File: config.mk
export PLATFORM = sky130hd
export DESIGN_NAME = qpipe_frontend
export DESIGN_NICKNAME = d
export VERILOG_FILES = /design/src/rtl/qpipe_pkg.sv /design/src/rtl/qpipe_phase_seq.sv /design/src/rtl/qpipe_ret_stack.sv /design/src/rtl/qpipe_frontend.sv
export SDC_FILE = /design/constraint.sdc
export NUM_CORES = 1
export LEC_CHECK = 0
export CORE_ASPECT_RATIO = 0.5
export CORE_MARGIN = 5
export CORE_UTILIZATION = 51
export CTS_CLUSTER_DIAMETER = 50
export CTS_CLUSTER_SIZE = 20
export DETAILED_ROUTE_END_ITERATION = 8
export GPL_TIMING_DRIVEN = 1
export MAX_ROUTING_LAYER = met4
export PLACE_DENSITY = 0.75
export REMOVE_ABC_BUFFERS = 1
export SYNTH_ARGS = -nofsm -noshare
export SYNTH_HDL_FRONTEND = slang
export SYNTH_SLANG_ARGS = --single-unit
File: constraint.sdc
create_clock -name clk -period 3.1 [get_ports clk]
set_clock_uncertainty 0.2 [all_clocks]
set_input_delay 0.465 -clock clk [delete_from_list [all_inputs] [get_ports clk]]
set_output_delay 0.465 -clock clk [all_outputs]
set_load 0.01 [all_outputs]
File: src/rtl/qpipe_pkg.sv
package qpipe_pkg;

    typedef enum logic [1:0] {
        PH_Q1 = 2'd0,
        PH_Q2 = 2'd1,
        PH_Q3 = 2'd2,
        PH_Q4 = 2'd3
    } phase_t;

    typedef enum logic [1:0] {
        CF_SEQ,
        CF_JUMP,
        CF_CALL,
        CF_RET
    } flow_t;

    localparam int unsigned OPC_W    = 4;
    localparam logic [3:0]  OPC_NOP  = 4'h0;
    localparam logic [3:0]  OPC_RET  = 4'hC;
    localparam logic [3:0]  OPC_CALL = 4'hD;
    localparam logic [3:0]  OPC_JUMP = 4'hE;

endpackage

File: src/rtl/qpipe_phase_seq.sv
module qpipe_phase_seq
    import qpipe_pkg::*;
(
    input  logic   clk,
    input  logic   rst,
    output phase_t phase,
    output logic   cycle_end
);

    phase_t state_q;
    phase_t state_d;

    always_comb begin
        unique case (state_q)
            PH_Q1:   state_d = PH_Q2;
            PH_Q2:   state_d = PH_Q3;
            PH_Q3:   state_d = PH_Q4;
            PH_Q4:   state_d = PH_Q1;
            default: state_d = PH_Q1;
        endcase
    end

    always_ff @(posedge clk) begin
        if (rst) state_q <= PH_Q1;
        else     state_q <= state_d;
    end

    always_comb begin
        phase     = state_q;
        cycle_end = (state_q == PH_Q4);
    end

    // each clock moves the phase forward by exactly one, wrapping
    p_phase_order_r1: assert property (@(posedge clk) disable iff (rst)
        1'b1 |=> state_q == phase_t'($past(state_q) + 2'd1));

endmodule

File: src/rtl/qpipe_ret_stack.sv
module qpipe_ret_stack #(
    parameter int unsigned ADDR_W = 12,
    parameter int unsigned DEPTH  = 8
) (
    input  logic              clk,
    input  logic              rst,
    input  logic              push,
    input  logic              pop,
    input  logic [ADDR_W-1:0] push_addr,
    output logic [ADDR_W-1:0] top_addr,
    output logic              ovf,
    output logic              unf
);

    localparam int unsigned IDX_W = (DEPTH > 1) ? $clog2(DEPTH) : 1;
    localparam int unsigned SP_W  = $clog2(DEPTH + 1);
    localparam logic [SP_W-1:0] SP_FULL = SP_W'(DEPTH);

    logic [ADDR_W-1:0] slots [DEPTH];
    logic [SP_W-1:0]   sp_q;
    logic              full;
    logic              empty;

    always_comb begin
        full     = (sp_q == SP_FULL);
        empty    = (sp_q == '0);
        ovf      = push && full;
        unf      = pop && empty;
        top_addr = slots[IDX_W'(sp_q - SP_W'(1))];
    end

    always_ff @(posedge clk) begin
        if (rst) begin
            sp_q <= '0;
        end else if (push && !full) begin
            sp_q <= sp_q + SP_W'(1);
        end else if (pop && !empty) begin
            sp_q <= sp_q - SP_W'(1);
        end
    end

    always_ff @(posedge clk) begin
        if (!rst && push && !full) slots[IDX_W'(sp_q)] <= push_addr;
    end

    // the pointer never passes the depth
    p_sp_bound_r9: assert property (@(posedge clk) disable iff (rst)
        sp_q <= SP_FULL);

    // an accepted push grows the stack by one entry
    p_push_grow_r9: assert property (@(posedge clk) disable iff (rst)
        (push && !ovf) |=> sp_q == $past(sp_q) + SP_W'(1));

    // a push into a full stack leaves the pointer alone
    p_no_overflow_r10: assert property (@(posedge clk) disable iff (rst)
        ovf |=> sp_q == $past(sp_q));

    // a pop from an empty stack leaves the pointer alone
    p_no_underflow_r11: assert property (@(posedge clk) disable iff (rst)
        unf |=> sp_q == $past(sp_q));

endmodule

File: src/rtl/qpipe_frontend.sv
module qpipe_frontend
    import qpipe_pkg::*;
#(
    parameter int unsigned ADDR_W      = 12,
    parameter int unsigned INSTR_W     = 16,
    parameter int unsigned STACK_DEPTH = 8
) (
    input  logic               clk,
    input  logic               rst,
    output logic [ADDR_W-1:0]  pm_addr,
    input  logic [INSTR_W-1:0] pm_data,
    output logic [1:0]         phase,
    output logic [INSTR_W-1:0] ir,
    output logic               dm_rd,
    output logic               dm_wr,
    output logic               stk_ovf,
    output logic               stk_unf
);

    localparam int unsigned TGT_W = ADDR_W - 1;
    localparam logic [ADDR_W-1:0]  STEP     = ADDR_W'(2);
    localparam logic [INSTR_W-1:0] NOP_WORD = '0;

    phase_t             ph;
    logic               cyc_end;
    logic [ADDR_W-1:0]  pc_q;
    logic [ADDR_W-1:0]  pc_d;
    logic [INSTR_W-1:0] ir_q;
    logic [OPC_W-1:0]   opcode;
    logic [ADDR_W-1:0]  target;
    logic [ADDR_W-1:0]  ret_addr;
    flow_t              flow;
    logic               data_op;
    logic               do_push;
    logic               do_pop;
    logic               ovf;
    logic               unf;

    qpipe_phase_seq u_seq (
        .clk       (clk),
        .rst       (rst),
        .phase     (ph),
        .cycle_end (cyc_end)
    );

    // decode of the executing instruction
    always_comb begin
        opcode = ir_q[INSTR_W-1 -: OPC_W];
        target = {ir_q[TGT_W-1:0], 1'b0};
        unique case (opcode)
            OPC_JUMP: flow = CF_JUMP;
            OPC_CALL: flow = CF_CALL;
            OPC_RET:  flow = CF_RET;
            default:  flow = CF_SEQ;
        endcase
        data_op = (flow == CF_SEQ) && (opcode != OPC_NOP);
        do_push = cyc_end && (flow == CF_CALL);
        do_pop  = cyc_end && (flow == CF_RET);
    end

    qpipe_ret_stack #(
        .ADDR_W (ADDR_W),
        .DEPTH  (STACK_DEPTH)
    ) u_stack (
        .clk       (clk),
        .rst       (rst),
        .push      (do_push),
        .pop       (do_pop),
        .push_addr (pc_q),
        .top_addr  (ret_addr),
        .ovf       (ovf),
        .unf       (unf)
    );

    // next fetch address, taken at the Q4 -> Q1 transition
    always_comb begin
        unique case (flow)
            CF_SEQ:  pc_d = pc_q + STEP;
            CF_JUMP: pc_d = target;
            CF_CALL: pc_d = target;
            CF_RET:  pc_d = unf ? '0 : ret_addr;
            default: pc_d = pc_q + STEP;
        endcase
    end

    always_ff @(posedge clk) begin
        if (rst) begin
            pc_q <= '0;
            ir_q <= NOP_WORD;
        end else if (cyc_end) begin
            pc_q <= pc_d;
            ir_q <= (flow == CF_SEQ) ? pm_data : NOP_WORD;
        end
    end

    // output process: phase-qualified strobes
    always_comb begin
        pm_addr = pc_q;
        phase   = ph;
        ir      = ir_q;
        stk_ovf = ovf;
        stk_unf = unf;
        dm_rd   = 1'b0;
        dm_wr   = 1'b0;
        unique case (ph)
            PH_Q1:   ;
            PH_Q2:   dm_rd = data_op;
            PH_Q3:   ;
            PH_Q4:   dm_wr = data_op;
            default: ;
        endcase
    end

    // the fetch address only moves at the start of Q1
    p_addr_hold_r3: assert property (@(posedge clk) disable iff (rst)
        !cyc_end |=> $stable(pm_addr));

    // a sequential instruction cycle steps the fetch address by two
    p_seq_step_r3: assert property (@(posedge clk) disable iff (rst)
        (cyc_end && flow == CF_SEQ) |=> pm_addr == $past(pm_addr) + STEP);

    // every write strobe follows a read strobe of the same instruction
    p_wr_after_rd_r5: assert property (@(posedge clk) disable iff (rst)
        dm_wr |-> $past(dm_rd, 2));

    // a redirect leaves a no-op in the instruction register
    p_flush_r6: assert property (@(posedge clk) disable iff (rst)
        (cyc_end && flow != CF_SEQ) |=> ir == NOP_WORD);

endmodule

* Word level (Yosys, flattened, before mapping)
Memories as Yosys holds them, arrays and structs flattened.
Cells that the tools add are included.
W data, S select, Z words.
** Operators by class
- Reductions and logical operators :: 18
- Order comparisons :: 0
- Equal/unequal tests :: 10
- Div/mod/pow operators :: 0
- $mul :: 0
- Shift-type cells :: 0
- Mux-type cells :: 11
- Bitwise logic cells :: 0
- Add/subtract/negate cells :: 3
** Operators by type and width (number)
- $pmux W12 S3 :: 1
- $eq A4 B4 Y1 const B :: 4
- $mux W16 :: 1
- $add A12 B2 Y12 const B :: 1
- $mux W12 :: 1
- $logic_and A1 B1 Y1 :: 9
- $eq A2 B2 Y1 const B :: 4
- $mux W4 :: 2
- $pmux W2 S4 :: 1
- $pmux W2 S3 :: 1
- $add A4 B1 Y4 const B :: 1
- $eq A2 B1 Y1 const B :: 2
- $logic_not A2 Y1 :: 2
- $logic_not A4 Y1 :: 1
- $mux W1 :: 4
- $reduce_bool A4 Y1 :: 1
- $sub A4 B1 Y4 const B :: 1
- $logic_not A1 Y1 :: 3
- $reduce_bool A2 Y1 :: 1
- $reduce_or A2 Y1 :: 1
** Storage, ports and cells
- Latch bits :: 0
- Input bits :: 18
- ROM bits :: 0
- Bits in writable memories :: 96
- Output and inout port bits :: 34
- Flip-flop bits (word level) :: 34
- Word-level logic and storage cells :: 47
- Memories kept :: 1
** Memories
- u_stack.slots :: depth 8, bits a word 12, read ports 1, clocked after memory_dff 0, write ports 1, RTL line qpipe_ret_stack.sv:19 : logic [ADDR_W-1:0] slots [DEPTH];

* Depth between registers and ports, before layout
- Depth after elaboration :: 8
- Mapped depth :: 12
- Depth with buffers taken out :: 8

* By module
A second synthesis with hierarchy kept.
** Unflattened totals
- Cell total of the unflattened synthesis :: 370
- Area, all modules :: 5541.6 um^2
** Modules (own cells, without submodules)
- qpipe_ret_stack :: area an instance 4022.6 um^2, instances 1, cells an instance 195, sequential area each 2962.8 um^2
- qpipe_frontend :: area an instance 1417.6 um^2, instances 1, cells an instance 166, sequential area each 560.5 um^2
- qpipe_phase_seq :: area an instance 101.3 um^2, instances 1, cells an instance 9, sequential area each 40.0 um^2

* Worst setup path after synthesis
OpenSTA, ideal clock, no wires.
- Kind :: flip-flop to flip-flop
- Start point :: reg u_stack.sp_q[0]
- End point :: mem u_stack.slots[1][0] (enable)
- Path slack :: 0.007 ns
- Path buffers :: 3
- Library setup time :: 0.396 ns
- Required time :: 2.504 ns
- Clock period less this slack :: 3.093 ns
- Data arrival time :: 2.496 ns
- Cell stages (with the launch flop) :: 11
- Cell sequence :: dfxtp_1 -> buf_6 -> buf_4 -> buf_6 -> inv_1 -> ha_1 -> nand3b_1 -> nand2_1 -> nor2_1 -> nand2_1 -> nor3_1
** On the way
- Longest elaborated chain between the ends :: 5
** Ends and longest elaborated chain
- start: declaration :: RTL line qpipe_ret_stack.sv:20 : logic [SP_W-1:0] sp_q;
- start signal: assignment :: RTL line qpipe_ret_stack.sv:36 : sp_q <= sp_q + SP_W'(1);
- start signal: assignment :: RTL line qpipe_ret_stack.sv:38 : sp_q <= sp_q - SP_W'(1);
- $eq A4 B4 Y1 :: RTL line qpipe_ret_stack.sv:25 : full = (sp_q == SP_FULL);
- $logic_not A1 Y1 :: RTL line qpipe_ret_stack.sv:43 : if (!rst && push && !full) slots[IDX_W'(sp_q)] <= push_addr;
- $logic_and A1 B1 Y1 :: RTL line qpipe_ret_stack.sv:43
- $mux W1 :: RTL line qpipe_ret_stack.sv:43
- $mux W1 (not written as such) :: RTL line qpipe_ret_stack.sv:43
- end: declaration :: RTL line qpipe_ret_stack.sv:19
Several ways; a longest one is shown, not always the timed one.

* Worst setup path in the final report
- Start point :: reg ir_q[14] (netlist: ir[14])
- End point :: out dm_wr
** On the way
- Longest elaborated chain between the ends :: 5
- Elaborated cells on any way between the ends :: 8
- Those cells by class :: 3 x eq/ne; 2 x mux; 3 x reduce/logical
** Ends and longest elaborated chain
- start: declaration :: RTL line qpipe_frontend.sv:28 : logic [INSTR_W-1:0] ir_q;
- start signal: assignment :: RTL line qpipe_frontend.sv:92 : ir_q <= (flow == CF_SEQ) ? pm_data : NOP_WORD;
- $eq A4 B4 Y1 :: RTL line qpipe_frontend.sv:50 : unique case (opcode)
- $pmux W2 S3 :: RTL line qpipe_frontend.sv:50
- $logic_not A2 Y1 :: RTL line qpipe_frontend.sv:56 : data_op = (flow == CF_SEQ) && (opcode != OPC_NOP);
- $logic_and A1 B1 Y1 * :: RTL line qpipe_frontend.sv:56
- $mux W1 * :: RTL line qpipe_frontend.sv:105 : unique case (ph)
- end: declaration :: RTL line qpipe_frontend.sv:15 : output logic dm_wr,
Every way passes the cells marked *; elsewhere a longest branch is shown, timed or not.

==> results.yml <==
route:
  wl_met2_mm: 6.17
  viasPerCell: 5.91
  drtPass1Iterations: 5
  ant_nets: 0
  post_drt_wl_per_cell_um: 21.3
  routed_wl_mm: 12.9
  drc_errors: 0
  met1_length_mm: 5.65
  vias: 3591
  wl_met3_um: 956
  drtIter0Drc: 411
  routed.top_layer: "met4"
cts:
  cts_root_buf: "clkbuf_16"
  cts.sinks: 130
  htree_levels: 4
  worstSkewPairLatency_ns: 0.41
  tritoncts: "done"
  clockBufferDepth: 2
  cts_hold_buf: 0
  ctsResizeCount: 0
  cts_inserted_buffers: 17
  clk_pin_slew_ns: 0.06
  post_cts_buffers: 0
grt:
  grt_pass1_vias: 3665
  antenna_found_initial: 0
  grt_start_max_net_pins: 35
  grt_pass1_wl_mm: 20.7
  grt_usage: 0.218
  grt.overflow.total: 0
timing:
  min_period_ns: 2.84
  hold_viol: 0
  tightest_slew_ns: 0.720
  relSlewSlack: 0.519
  fin_ws_ns: 0.259
  hold_slack_ns: 0.327
  rsz0062_at_grt: "no"
  tns_ns: 0
  setup-violations-final: 0
  final.period_utilization: 0.916
  drv_slew: 0
  fmax_ghz: 0.352
place:
  numPortBuffers: 51
  dpl-instance-area_um2: 6290
  dp_hpwl_mm: 8.28
  dpl.cell_count: 576
  place.gp.congestion: 0.851
  pre_cts_slack_ns: 0.459
power_and_ir_drop:
  finalPower_mw: 4.24
  powerDensity_nw_per_um2: 614
  ir_drop_uv: 422
  power_leakage_nw: 2.41
die:
  core-area_um2: 10400
  top_level_ports: 52
  die_w_um: 157
  fp.dieH_um: 83.5
  row_count: 26
  start_util: 0.531
  die-area_um2: 13100
worst_setup_path:
  critPathArrivalTime_ns: 2.18
  reg2reg_slack_ns: 0.43
  critPathSlowestCell: "clkdlybuf4s50_1"
  reg2reg_to: "pm_addr[3]"
  cpPeakStageDelay_ns: 0.49
  crit_chain: "nand2_1 -> or2_2 -> ha_1 -> and2_1 -> nor2b_1 -> clkdlybuf4s50_1"
  cp-end-kind: "output port"
  critPathMaxFanout: 4
  cp_num_buf_inv: 1
  path_class: "register to output port"
  reg2reg_depth: 7
  worstPathRequired_ns: 2.43
  cp-start-kind: "register"
  rr_startpoint: "u_stack.sp_q[1]"
  crit_family: "simple AND/OR/NAND/NOR gates"
synth:
  syn_area_um2: 5520
  synth-main-ff-cell: "edfxtp_1"
  synth-seq-cells: 130
  ys_async_sr_fraction: 0
  ys_seq_area_frac: 0.646
  ys_warn_count: 0
  synth_edf_count: 96
  ys_types: 46
  synthesis.instances: 383
  avgSynthCellArea_um2: 14.4
layout:
  drive_above_1_share: 0.192
  area_delta_synth_final_pct: 25.3
  antennaDiodeCount: 0
  regArea_um2: 3560
  utilization: 0.666
  final_design_area_no_fill_um2: 6910
  multi_input_area_um2: 1800
  n_fill_cell: 726
  layout.nets: 484
  final_cells: 608
min_path:
  hold_class: "register to register"
  hp-start: "ir[11]"
  whs_endpoint: "ir[11]"
  hold_depth: 2
outcome:
  outcome: "completed"
run:
  max_cap_viol_count: 0
==> cell type report <==
type                       count  area share
sequential                   130       0.515
multi-input combinational    219       0.261
timing repair buffer          76       0.103
clock buffer                  18      0.0621
clock inverter                14      0.0275
tap                          140      0.0253
inverter                      11     0.00597
==> worst min-delay path: cells and delay by family, from the launching register on <==
family | cells | cell delay, ns
AND/OR/NAND/NOR | 1 | 0.08
flip-flops | 1 | 0.32
AO/OA/AOI/OAI | 1 | 0.08
==> per-layer routing <==
| layer | vias to the layer above | global-route usage |
|---|---|---|
| met5 | - | - |
| met4 | 0 | 0.0703 |
| met3 | 15 | 0.0549 |
| li1 | 1616 | - |
| met2 | 136 | 0.318 |
| met1 | 1824 | 0.303 |
==> sequential cells by signal, indices dropped and copies added (netlist names) <==
register	flops
pm_addr	12
u_stack.sp_q	4
u_seq.phase	2
u_stack.slots	96
ir	16
==> cells in the mapped netlist, types with 6 or more instances <==
cell | instances | area (µm²)
edfxtp_1 | 96 | 2880
nor2_1 | 35 | 131
dfxtp_1 | 34 | 681
nand2_1 | 30 | 113
mux4_2 | 20 | 450
a21oi_1 | 16 | 80.1
a22oi_1 | 15 | 113
clkbuf_1 | 15 | 56.3
ha_1 | 11 | 138
inv_1 | 11 | 41.3
nand3_1 | 10 | 50.1
mux2_2 | 8 | 90.1
and2_1 | 6 | 37.5
o21ai_0 | 6 | 30.0
==> worst max-delay path by stage <==
stage                    startpoint             endpoint  slack [ns]  depth (start not counted)
global placement    u_stack.sp_q[1]           pm_addr[6]        0.56                          6
global route                 ir[14]                dm_wr         0.1                          6
finish                       ir[14]                dm_wr        0.26                          6
detailed placement  u_stack.sp_q[1]          pm_addr[11]        0.46                          8
floorplan           u_stack.sp_q[0]  u_stack.slots[1][0]       -0.57                          7
CTS                          ir[14]                dm_wr        0.23                          6
==> cells by family after synthesis <==
| group | after synthesis | synth area share |
|---|---|---|
| buffers and inverters | 34 | 0.0288 |
| AND/OR/NAND/NOR | 111 | 0.0944 |
| multiplexers | 34 | 0.121 |
| AO/OA/AOI/OAI | 59 | 0.0774 |
| flip-flops | 130 | 0.646 |
| adder cells (fa/ha/maj) | 11 | 0.0250 |
| XOR/XNOR | 4 | 0.00771 |
==> cells in the final DEF (no fill, tap or decap), types with 10 or more instances in the layout <==
cell	count
nand2_1	30
a21oi_1	16
nor2_1	35
ha_1	11
nand3_1	10
clkdlybuf4s50_1	51
edfxtp_1	96
clkbuf_16	17
mux4_2	20
buf_4	24
a22oi_1	15
inv_1	11
dfxtp_1	34
==> power breakdown <==
group / internal (mW) / switching [mW] / leakage (nW)
logic: 0.124 / 0.134 / 0.956
registers: 1.88 / 0.0323 / 1.16
clock network: 1.34 / 0.730 / 0.290
total: 3.35 / 0.896 / 2.41
(Power assumes the default switching activity.)
